[config.mk]
export PLATFORM = sky130hd
export DESIGN_NAME = cbr_resolve
export DESIGN_NICKNAME = d
export VERILOG_FILES = /design/src/rtl/cbr_pkg.sv /design/src/rtl/cbr_decode.sv /design/src/rtl/cbr_eval.sv /design/src/rtl/cbr_target.sv /design/src/rtl/cbr_resolve.sv
export SDC_FILE = /design/constraint.sdc
export NUM_CORES = 1
export LEC_CHECK = 0
export BUFFER_PORTS_ARGS = -buffer_cell sky130_fd_sc_hd__buf_2
export CORE_MARGIN = 1
export CORE_UTILIZATION = 35
export CTS_CLUSTER_SIZE = 28
export DETAILED_ROUTE_END_ITERATION = 6
export PLACE_DENSITY_LB_ADDON = 0.15
export SLEW_MARGIN = 10
export SYNTH_ARGS = -nofsm -noshare
export SYNTH_HDL_FRONTEND = slang
export SYNTH_SLANG_ARGS = --single-unit
[constraint.sdc]
create_clock -name clk -period 4.4 [get_ports clk]
set_input_delay 0 -clock clk [delete_from_list [all_inputs] [get_ports clk]]
set_output_delay 0 -clock clk [all_outputs]
set_load 0.01 [all_outputs]
[src/rtl/cbr_pkg.sv]
package cbr_pkg;

    typedef enum logic [4:0] {
        OP_UNCOND,
        OP_EQ,
        OP_NE,
        OP_GE_S,
        OP_LT_S,
        OP_GE_U,
        OP_LT_U,
        OP_ZEQ,
        OP_ZLE,
        OP_ZGT,
        OP_ZGE,
        OP_ZLT,
        OP_FP_CLR,
        OP_FP_SET,
        OP_NOP,
        OP_RSVD,
        OP_COPOFF
    } cbr_op_e;

    typedef struct packed {
        cbr_op_e op;
        logic    link;
    } cbr_dec_t;

    // selector positions shared by both groups
    localparam logic [1:0] SEL_CMP0 = 2'd0;
    localparam logic [1:0] SEL_ALT  = 2'd1;
    localparam logic [1:0] SEL_SGN  = 2'd2;
    localparam logic [1:0] SEL_USG  = 2'd3;

    localparam int OFF_W = 15;

    function automatic logic [5:0] major_of(input logic [31:0] w);
        return w[31:26];
    endfunction

    function automatic logic [1:0] sel_of(input logic [31:0] w);
        return w[15:14];
    endfunction

    function automatic logic [4:0] sub_of(input logic [31:0] w);
        return w[20:16];
    endfunction

    function automatic logic [OFF_W-1:0] off_of(input logic [31:0] w);
        return {w[0], w[13:1], 1'b0};
    endfunction

endpackage

[src/rtl/cbr_decode.sv]
module cbr_decode
    import cbr_pkg::*;
#(
    parameter logic [5:0] MAJ_A       = 6'h22,
    parameter logic [5:0] MAJ_B       = 6'h2a,
    parameter logic [4:0] FP_CLR_CODE = 5'd8,
    parameter logic [4:0] FP_SET_CODE = 5'd9,
    parameter bit         ZERO_LINK   = 1'b0
) (
    input  logic [31:0] instr,
    input  logic [4:0]  rs_idx,
    input  logic [4:0]  rt_idx,
    input  logic        fpu_en,
    output cbr_dec_t    dec
);

    logic       rs_z, rt_z, same;
    logic [1:0] sel;
    logic [4:0] sub;
    logic [5:0] maj;
    logic       unused_bits;

    assign rs_z        = (rs_idx == 5'd0);
    assign rt_z        = (rt_idx == 5'd0);
    assign same        = (rs_idx == rt_idx);
    assign sel         = sel_of(instr);
    assign sub         = sub_of(instr);
    assign maj         = major_of(instr);
    assign unused_bits = ^instr[25:21];

    cbr_dec_t dec_a, dec_b;

    // group A: equal, FP subgroup, signed >=, unsigned >=
    always_comb begin
        dec_a = '{op: OP_RSVD, link: 1'b0};
        unique case (sel)
            SEL_CMP0: dec_a.op = OP_EQ;
            SEL_ALT: begin
                if (!fpu_en)                 dec_a.op = OP_COPOFF;
                else if (sub == FP_CLR_CODE) dec_a.op = OP_FP_CLR;
                else if (sub == FP_SET_CODE) dec_a.op = OP_FP_SET;
                else                         dec_a.op = OP_RSVD;
            end
            SEL_SGN: begin
                if (same)               dec_a.op = OP_UNCOND;
                else if (rs_z)          dec_a.op = OP_ZLE;
                else                    dec_a.op = OP_GE_S;
            end
            SEL_USG: begin
                if (ZERO_LINK) begin
                    if (rt_z)           dec_a.op = OP_UNCOND;
                    else if (rs_z)      dec_a = '{op: OP_ZLE, link: 1'b1};
                    else if (same)      dec_a = '{op: OP_ZGE, link: 1'b1};
                    else                dec_a.op = OP_GE_U;
                end else begin
                    if (same || rt_z)   dec_a.op = OP_UNCOND;
                    else if (rs_z)      dec_a.op = OP_ZEQ;
                    else                dec_a.op = OP_GE_U;
                end
            end
            default: dec_a.op = OP_RSVD;
        endcase
    end

    // group B: not-equal, hole, signed <, unsigned <
    always_comb begin
        dec_b = '{op: OP_RSVD, link: 1'b0};
        unique case (sel)
            SEL_CMP0: dec_b.op = OP_NE;
            SEL_ALT:  dec_b.op = OP_RSVD;
            SEL_SGN: begin
                if (same && !rs_z)      dec_b.op = OP_NOP;
                else if (rs_z && !rt_z) dec_b.op = OP_ZGT;
                else                    dec_b.op = OP_LT_S;
            end
            SEL_USG: begin
                if (ZERO_LINK) begin
                    if (rs_z && rt_z)   dec_b.op = OP_NOP;
                    else if (rs_z)      dec_b = '{op: OP_ZGT, link: 1'b1};
                    else if (same)      dec_b = '{op: OP_ZLT, link: 1'b1};
                    else                dec_b.op = OP_LT_U;
                end else begin
                    if (rs_z || same)   dec_b.op = OP_NOP;
                    else                dec_b.op = OP_LT_U;
                end
            end
            default: dec_b.op = OP_RSVD;
        endcase
    end

    always_comb begin
        if (maj == MAJ_A)      dec = dec_a;
        else if (maj == MAJ_B) dec = dec_b;
        else                   dec = '{op: OP_RSVD, link: 1'b0};
    end

endmodule

[src/rtl/cbr_eval.sv]
module cbr_eval
    import cbr_pkg::*;
#(
    parameter int XLEN = 32
) (
    input  cbr_op_e          op,
    input  logic [XLEN-1:0]  a,
    input  logic [XLEN-1:0]  b,
    input  logic             fp_bit,
    output logic             take
);

    logic b_zero, b_neg;
    assign b_zero = (b == '0);
    assign b_neg  = b[XLEN-1];

    always_comb begin
        unique case (op)
            OP_UNCOND: take = 1'b1;
            OP_EQ:     take = (a == b);
            OP_NE:     take = (a != b);
            OP_GE_S:   take = ($signed(a) >= $signed(b));
            OP_LT_S:   take = ($signed(a) <  $signed(b));
            OP_GE_U:   take = (a >= b);
            OP_LT_U:   take = (a <  b);
            OP_ZEQ:    take = b_zero;
            OP_ZLE:    take = b_zero || b_neg;
            OP_ZGT:    take = !b_zero && !b_neg;
            OP_ZGE:    take = !b_neg;
            OP_ZLT:    take = b_neg;
            OP_FP_CLR: take = !fp_bit;
            OP_FP_SET: take = fp_bit;
            default:   take = 1'b0;
        endcase
    end

endmodule

[src/rtl/cbr_target.sv]
module cbr_target
    import cbr_pkg::*;
#(
    parameter int XLEN = 32
) (
    input  logic [XLEN-1:0] pc,
    input  logic [31:0]     instr,
    output logic [XLEN-1:0] seq_pc,
    output logic [XLEN-1:0] br_pc
);

    localparam int EXT_W = XLEN - OFF_W;

    logic [OFF_W-1:0] off;
    logic [XLEN-1:0]  off_x;

    assign off    = off_of(instr);
    assign off_x  = {{EXT_W{off[OFF_W-1]}}, off};
    assign seq_pc = pc + XLEN'(4);
    assign br_pc  = seq_pc + off_x;

endmodule

[src/rtl/cbr_resolve.sv]
module cbr_resolve
    import cbr_pkg::*;
#(
    parameter int         XLEN        = 32,
    parameter logic [5:0] MAJ_A       = 6'h22,
    parameter logic [5:0] MAJ_B       = 6'h2a,
    parameter logic [4:0] FP_CLR_CODE = 5'd8,
    parameter logic [4:0] FP_SET_CODE = 5'd9,
    parameter bit         ZERO_LINK   = 1'b0
) (
    input  logic            clk,
    input  logic            rst,
    input  logic            valid_in,
    input  logic [31:0]     instr,
    input  logic [XLEN-1:0] pc,
    input  logic [4:0]      rs_idx,
    input  logic [4:0]      rt_idx,
    input  logic [XLEN-1:0] rs_val,
    input  logic [XLEN-1:0] rt_val,
    input  logic            fp_bit,
    input  logic            fpu_en,
    output logic            out_valid,
    output logic            taken,
    output logic [XLEN-1:0] next_pc,
    output logic            link_req,
    output logic [XLEN-1:0] link_addr,
    output logic            is_nop,
    output logic            ri_exc,
    output logic            cop_exc
);

    cbr_dec_t        dec;
    logic            take_c;
    logic [XLEN-1:0] seq_pc, br_pc;

    cbr_decode #(
        .MAJ_A(MAJ_A), .MAJ_B(MAJ_B),
        .FP_CLR_CODE(FP_CLR_CODE), .FP_SET_CODE(FP_SET_CODE),
        .ZERO_LINK(ZERO_LINK)
    ) u_dec (
        .instr(instr), .rs_idx(rs_idx), .rt_idx(rt_idx),
        .fpu_en(fpu_en), .dec(dec)
    );

    cbr_eval #(.XLEN(XLEN)) u_eval (
        .op(dec.op), .a(rs_val), .b(rt_val), .fp_bit(fp_bit), .take(take_c)
    );

    cbr_target #(.XLEN(XLEN)) u_tgt (
        .pc(pc), .instr(instr), .seq_pc(seq_pc), .br_pc(br_pc)
    );

    logic            exc_c, nop_c, ri_c, cop_c;
    logic [XLEN-1:0] nxt_c;

    assign ri_c  = (dec.op == OP_RSVD);
    assign cop_c = (dec.op == OP_COPOFF);
    assign nop_c = (dec.op == OP_NOP);
    assign exc_c = ri_c || cop_c;
    assign nxt_c = exc_c ? pc : (take_c ? br_pc : seq_pc);

    always_ff @(posedge clk) begin
        if (rst) begin
            out_valid <= 1'b0;
            taken     <= 1'b0;
            next_pc   <= '0;
            link_req  <= 1'b0;
            link_addr <= '0;
            is_nop    <= 1'b0;
            ri_exc    <= 1'b0;
            cop_exc   <= 1'b0;
        end else begin
            out_valid <= valid_in;
            taken     <= valid_in && take_c;
            next_pc   <= nxt_c;
            link_req  <= valid_in && dec.link;
            link_addr <= seq_pc;
            is_nop    <= valid_in && nop_c;
            ri_exc    <= valid_in && ri_c;
            cop_exc   <= valid_in && cop_c;
        end
    end


    lat_one_chk: assert property (@(posedge clk) disable iff (rst)
        valid_in |=> out_valid);


    idle_quiet_chk: assert property (@(posedge clk) disable iff (rst)
        !out_valid |-> !(taken || link_req || is_nop || ri_exc || cop_exc));


    outcome_excl_chk: assert property (@(posedge clk) disable iff (rst)
        $onehot0({taken, is_nop, ri_exc, cop_exc}));


    link_addr_chk: assert property (@(posedge clk) disable iff (rst)
        (valid_in && dec.link) |=> (link_req && link_addr == $past(pc) + XLEN'(4)));


    exc_pc_chk: assert property (@(posedge clk) disable iff (rst)
        (valid_in && exc_c) |=> (next_pc == $past(pc) && !link_req));


    nop_seq_chk: assert property (@(posedge clk) disable iff (rst)
        (valid_in && nop_c) |=> (next_pc == $past(pc) + XLEN'(4) && !taken));

endmodule

## After elaboration in Yosys (flattened, before gate mapping)

Cells that the tools add are included.

| storage, ports and cells | value |
|---|---|
| register bits after elaboration | 70 |
| bits of input ports | 143 |

| cells by class | value |
|---|---|
| $add $sub $neg | 2 |
| order comparisons | 4 |
| equality and inequality tests | 26 |
| multiplexer cells | 17 |
| reduce and logical (&&, ||, !) cells | 22 |

Operators with widths:

| operator | number |
|---|---|
| 32-bit greater-or-equal comparator | 2 |
| 32-bit less-than comparator | 2 |
| 32-bit 2-to-1 mux | 2 |
| 5-bit by 4-bit == test with 1-bit output (second input constant) | 10 |
| 5-bit case mux with 4 select lines | 2 |
| 32-bit by 3-bit adder with 32-bit output (second input constant) | 1 |
| 32-bit adder | 1 |
| 32-bit == test | 1 |
| 32-bit zero test | 1 |
| 32-bit != test | 1 |
| 5-bit 2-to-1 mux | 5 |
| 5-bit by 3-bit == test with 1-bit output (second input constant) | 4 |
| 5-bit zero test | 3 |
| 1-bit case mux with 14 select lines | 1 |
| 6-bit == test (second input constant) | 2 |
| 4-bit 2-to-1 mux | 3 |
| 6-bit 2-to-1 mux | 2 |
| 5-bit by 2-bit == test with 1-bit output (second input constant) | 2 |
| 1-bit logical AND | 8 |
| 5-bit by 1-bit == test with 1-bit output (second input constant) | 1 |
| 5-bit == test | 1 |
| 5-bit == test (second input constant) | 1 |
| 1-bit zero test | 5 |
| 2-bit == test (second input constant) | 2 |
| 4 further kinds | 8 |

## Logic depth before layout (Yosys ltp)

| depth | value |
|---|---|
| depth after elaboration | 12 |
| gate-level depth with buffers | 20 |

## Modules after synthesis

A second synthesis with hierarchy kept.

| unflattened totals | value |
|---|---|
| cells, all modules | 777 |
| area, all modules | 6606.3 sq um |

By module, submodules not included:

| module | times used | cells an instance | area an instance (sq um) | seq. area each (sq um) |
|---|---|---|---|---|
| cbr_resolve | 1 | 258 | 2907.8 | 1401.3 |
| cbr_target | 1 | 310 | 2220.9 | 0.0 |
| cbr_eval | 1 | 163 | 1144.8 | 0.0 |
| cbr_decode | 1 | 46 | 332.8 | 0.0 |

## Worst setup path after synthesis

Ideal clock, no wire load.

| timing | value |
|---|---|
| path type | in2reg |
| start point | in pc[2] |
| end point | reg next_pc[31] |
| library setup time | 0.082 ns |
| data arrival time | 3.816 ns |
| data required time | 4.318 ns |
| path slack | 0.502 ns |
| stages on the path | 19 |
| buffers on the path | 3 |
| path through | ha_1 -> clkbuf_1 -> nand3_1 -> or2_2 -> buf_2 -> nor3_1 -> nand4_1 -> or3_1 -> buf_2 -> xnor2_1 -> ha_1 -> and2_1 -> nand3_1 -> nor3_1 -> a21oi_1 -> o311ai_0 -> nand3_1 -> mux2_2 -> o2111ai_1 |

| on the way | value |
|---|---|
| cells in the longest elaborated chain, start to end | 4 |

Ends and longest elaborated chain:

| what | line | source |
|---|---|---|
| from (decl) | cbr_resolve.sv:15 | `input logic [XLEN-1:0] pc,` |
| 32-bit by 3-bit adder with 32-bit output | cbr_target.sv:19 | `assign seq_pc = pc + XLEN'(4);` |
| named net seq_pc[26] | cbr_resolve.sv:34 | `logic [XLEN-1:0] seq_pc, br_pc;` |
| 32-bit adder | cbr_target.sv:20 | `assign br_pc = seq_pc + off_x;` |
| 32-bit 2-to-1 mux (2 in a row) | cbr_resolve.sv:60 | `assign nxt_c = exc_c ? pc : (take_c ? br_pc : seq_pc);` |
| to (signal assigned) | cbr_resolve.sv:75 | `next_pc <= nxt_c;` |
| to (decl) | cbr_resolve.sv:24 | `output logic [XLEN-1:0] next_pc,` |

The timed path passes the listed nets, and every way through them passes these cells.
A chain may end at the register's enable or synchronous reset.

## Worst setup path after layout

| timing | value |
|---|---|
| start point | in pc[6] |
| end point | reg next_pc[31] |

The elaborated chain is that of the path after synthesis.

==> metrics.md <==
| Metric | Value |
|---|---|
| Layout area overhead | `30.4%` |
| Post-synth top flop | `dfxtp_1` |
| Final hold slack | `9.15 ps` |
| Hold Path Origin | `pc[8]` |
| WHS Path Cells | `3` |
| I/O pin total | `around 210` |
| Area contributors post-synth | `dfxtp_1 (23%), ha_1 (13%), xnor2_1 (6.0%)` |
| Cts bufs inserted | `9` |
| Slew Viols, Final | `0` |
| WS Path Type | `in -> reg` |
| DP Area | `around 0.007 mm²` |
| Post-synth top area share | `22.9%` |
| Root buf cell | `clkbuf_16` |
| RSZ-0062 raised after global routing | `true` |
| Most frequent cells in the layout | `buf_2 (206), dfxtp_1 (68), ha_1 (63), nor2_1 (61), a21oi_1 (52)` |
| Mux share of post-synthesis cell area | `between 4 and 5%` |
| Final Setup Violations | `0` |
| Post-synthesis register bit count | `68` |
| DP HPWL | `13300 µm` |
| GRT Total Usage | `slightly below 20%` |
| Via/cell ratio | `approximately 5.1` |
| Filler cell count | `1697` |
| Synth warnings | `0` |
| Post-Synth Adder-Cell Area | `13.6%` |
| Yosys top cell by area | `dfxtp_1` |
| Synth Area in XOR/XNOR | `8.39%` |
| Part of the cycle the worst path needs | `91.6%` |
| Mean Syn Cell Area | `between 8 and 9 µm²` |
| Mapped Nets | `939` |
| Die Footprint | `between 0.015 and 0.02 mm²` |
| ANT cells | `0` |
| Simple-gate area share of the yosys netlist | `23.4%` |
| Largest family of logic cells by synthesized area | `simple AND/OR/NAND/NOR gates` |
| Crit path capture type | `register` |
| Distinct cells, synth | `76` |
| H-tree depth | `3` |
| Wire length per cell | `14.2 µm` |
| Critical Path RT | `roughly 4700 ps` |
| Hold Path Sink | `next_pc[8]` |
| Clk pin slew, worst setup/hold paths | `~50 ps` |
| Final hold viol count | `0` |
| DIE HEIGHT | `132 µm` |
| VDD IR max | `0.000179 V` |
| Starting Density | `approximately 36%` |
| Worst setup SP type | `input pin` |
| DRT Wirelength | `16700 µm` |
| Dpl cells | `1140` |
| Data arrival time of the worst path | `between 4000 and 5000 ps` |
| Rel. slew slack | `53.1%` |
| Layout cells sized above 1 | `between 20 and 30%` |
| Pin count of the biggest net entering global routing | `67` |
| Worst Max-Slew Pin Slew | `roughly 700 ps` |
| Post-Synthesis Cells | `732` |
| Pre-CTS setup slack | `224 ps` |
| Hold Crit Class | `in -> reg` |
| Share of the yosys chip area belonging to registers | `22.9%` |
| Leakage power | `approximately 3.6 nW` |
| Nets@finish | `between 1000 and 1500` |
| Via count | `between 5000 and 6000` |
| First-pass GRT wire length | `27400 µm` |
| CTS max path bufs | `2` |
| Drt pass-1 iters | `5` |
| Residual DRC count | `0` |
| Most common cell after layout, fill and taps aside | `buf_2` |
| Initial antenna violation count | `0` |
| TNS Setup | `0 ps` |
| 1st-iter DRT viols | `~200` |
| Post-Layout Inst Area | `just under 0.008 mm²` |
| Number of synthesized flops with an enable pin | `0` |
| Routed Antenna Nets | `0` |
| Synth async-reset ratio | `0%` |
| Placement Rows | `47` |
| Core area | `between 0.015 and 0.02 mm²` |
| Number of global-route vias before repair | `5695` |
| Synthesized area | `0.00595 mm²` |
| CP Max Fanout | `5` |
| Total grt overflow | `0` |
| Cell Pwr Density | `258 mW/mm²` |
| Peak Freq | `0.248 GHz` |
| # Max-Cap Violations | `0` |
| Die Wd | `132 µm` |
| Sink Count | `68` |
| Status | `finished, final reports clean` |
| Port Buffers | `206` |
| Layout Cells excl Fill | `between 1000 and 1500` |
| TritonCTS clock tree | `done` |
| Crit path time final | `4030 ps` |
| Fin worst setup slack | `around 370 ps` |
| Compound-Gate Fraction of Synth Area | `20.9%` |
| Final Wtd Congestion | `roughly 0.81` |
## registers in the layout, indices dropped and copies added (netlist names)
register,count
ri_exc,1
link_addr,31
out_valid,1
next_pc,32
is_nop,1
cop_exc,1
taken,1
## how the worst max path moves through the flow
stage,start,endpoint,slack [ps],cells past startpoint
4_1_cts,pc[5],next_pc[31],90,18
3_5_place_dp,pc[4],next_pc[31],220,17
3_3_place_gp,pc[4],next_pc[31],250,17
2_1_floorplan,pc[2],next_pc[31],500,19
5_1_grt,pc[5],next_pc[31],-50,19
6_report,pc[6],next_pc[31],370,19
## what timing repair did
| action | 4_1_cts | 5_1_grt |
|---|---|---|
| buffers inserted | 0 | 0 |
| gates resized for setup | 0 | 10 |
| endpoints found under the hold margin | 25 | 0 |
| setup endpoints to repair | 0 | 5 |
| hold buffers | 22 | 0 |
## final cells by class
class	instances	area, µm²	area share (%)
multi-input cells	587	4300	55.4
flip-flops and latches	68	1360	17.5
repair buffers	241	1350	17.4
well taps	220	275	3.55
clock buffers	12	256	3.31
inverters	46	173	2.23
clock inverters	4	47.5	0.613
## per-stage QoR
stage	total power, mW	util [%]
3_3_place_gp	1.26	43.3
3_5_place_dp	1.26	43.3
4_1_cts	2.02	46.5
6_report	2.00	46.8
2_1_floorplan	1.06	-
5_1_grt	2.13	46.8
## worst max-delay path, cell delays in order
cell and delay, ps:
dlygate4sd3_1 520, buf_2 130, and4_1 260, nand4_1 170, or4_4 620, nor2_1 200
nand3_1 180, nor2_1 170, nand2_1 80, xnor2_1 260, ha_1 330, a21o_1 190
a21oi_1 170, o21ai_0 140, a211o_1 300, o311ai_2 100, nand3_1 110, mux2_2 280
o2111ai_1 80
## cells in the mapped netlist, types with 4 or more instances
master / count
and3_1: 6
buf_2: 5
a21boi_0: 5
dfxtp_1: 68
xor2_1: 16
ha_1: 63
a21oi_1: 53
o211ai_1: 5
nor3_1: 10
nor4_1: 13
o21ai_0: 19
xnor2_1: 41
nand2b_1: 6
or3_1: 9
nand2_1: 42
o21a_1: 6
nand3_1: 25
and4_1: 4
clkbuf_1: 20
or2_2: 4
inv_1: 46
nor2b_1: 33
nor3b_1: 4
a211oi_1: 22
a21o_1: 14
nand4_1: 20
nor2_1: 62
o21bai_1: 4
a31oi_1: 9
mux2i_1: 27
## routing by layer
metal	vias to the layer above	GRT usage, %	part of all wire (%)
li1	3116	-	-
met1	2680	24.9	48
met2	162	32.0	45
met3	14	5.00	5.7
met4	0	5.04	1.3
met5	-	0	0
## cells by family after synthesis
kind of cell,Yosys count
multiplexers,29
other,1
flip-flops,68
AO/OA/AOI/OAI,178
adder cells (fa/ha/maj),64
AND/OR/NAND/NOR,258
XOR/XNOR,57
buffers and inverters,77
## report_power, final
part	leakage [nW]	internal, mW	total (mW)	switching [mW]
clock network	0.149	0.467	0.734	0.267
logic	2.88	0.274	0.609	0.334
registers	0.566	0.653	0.661	0.00816
(Power assumes the default switching activity.)
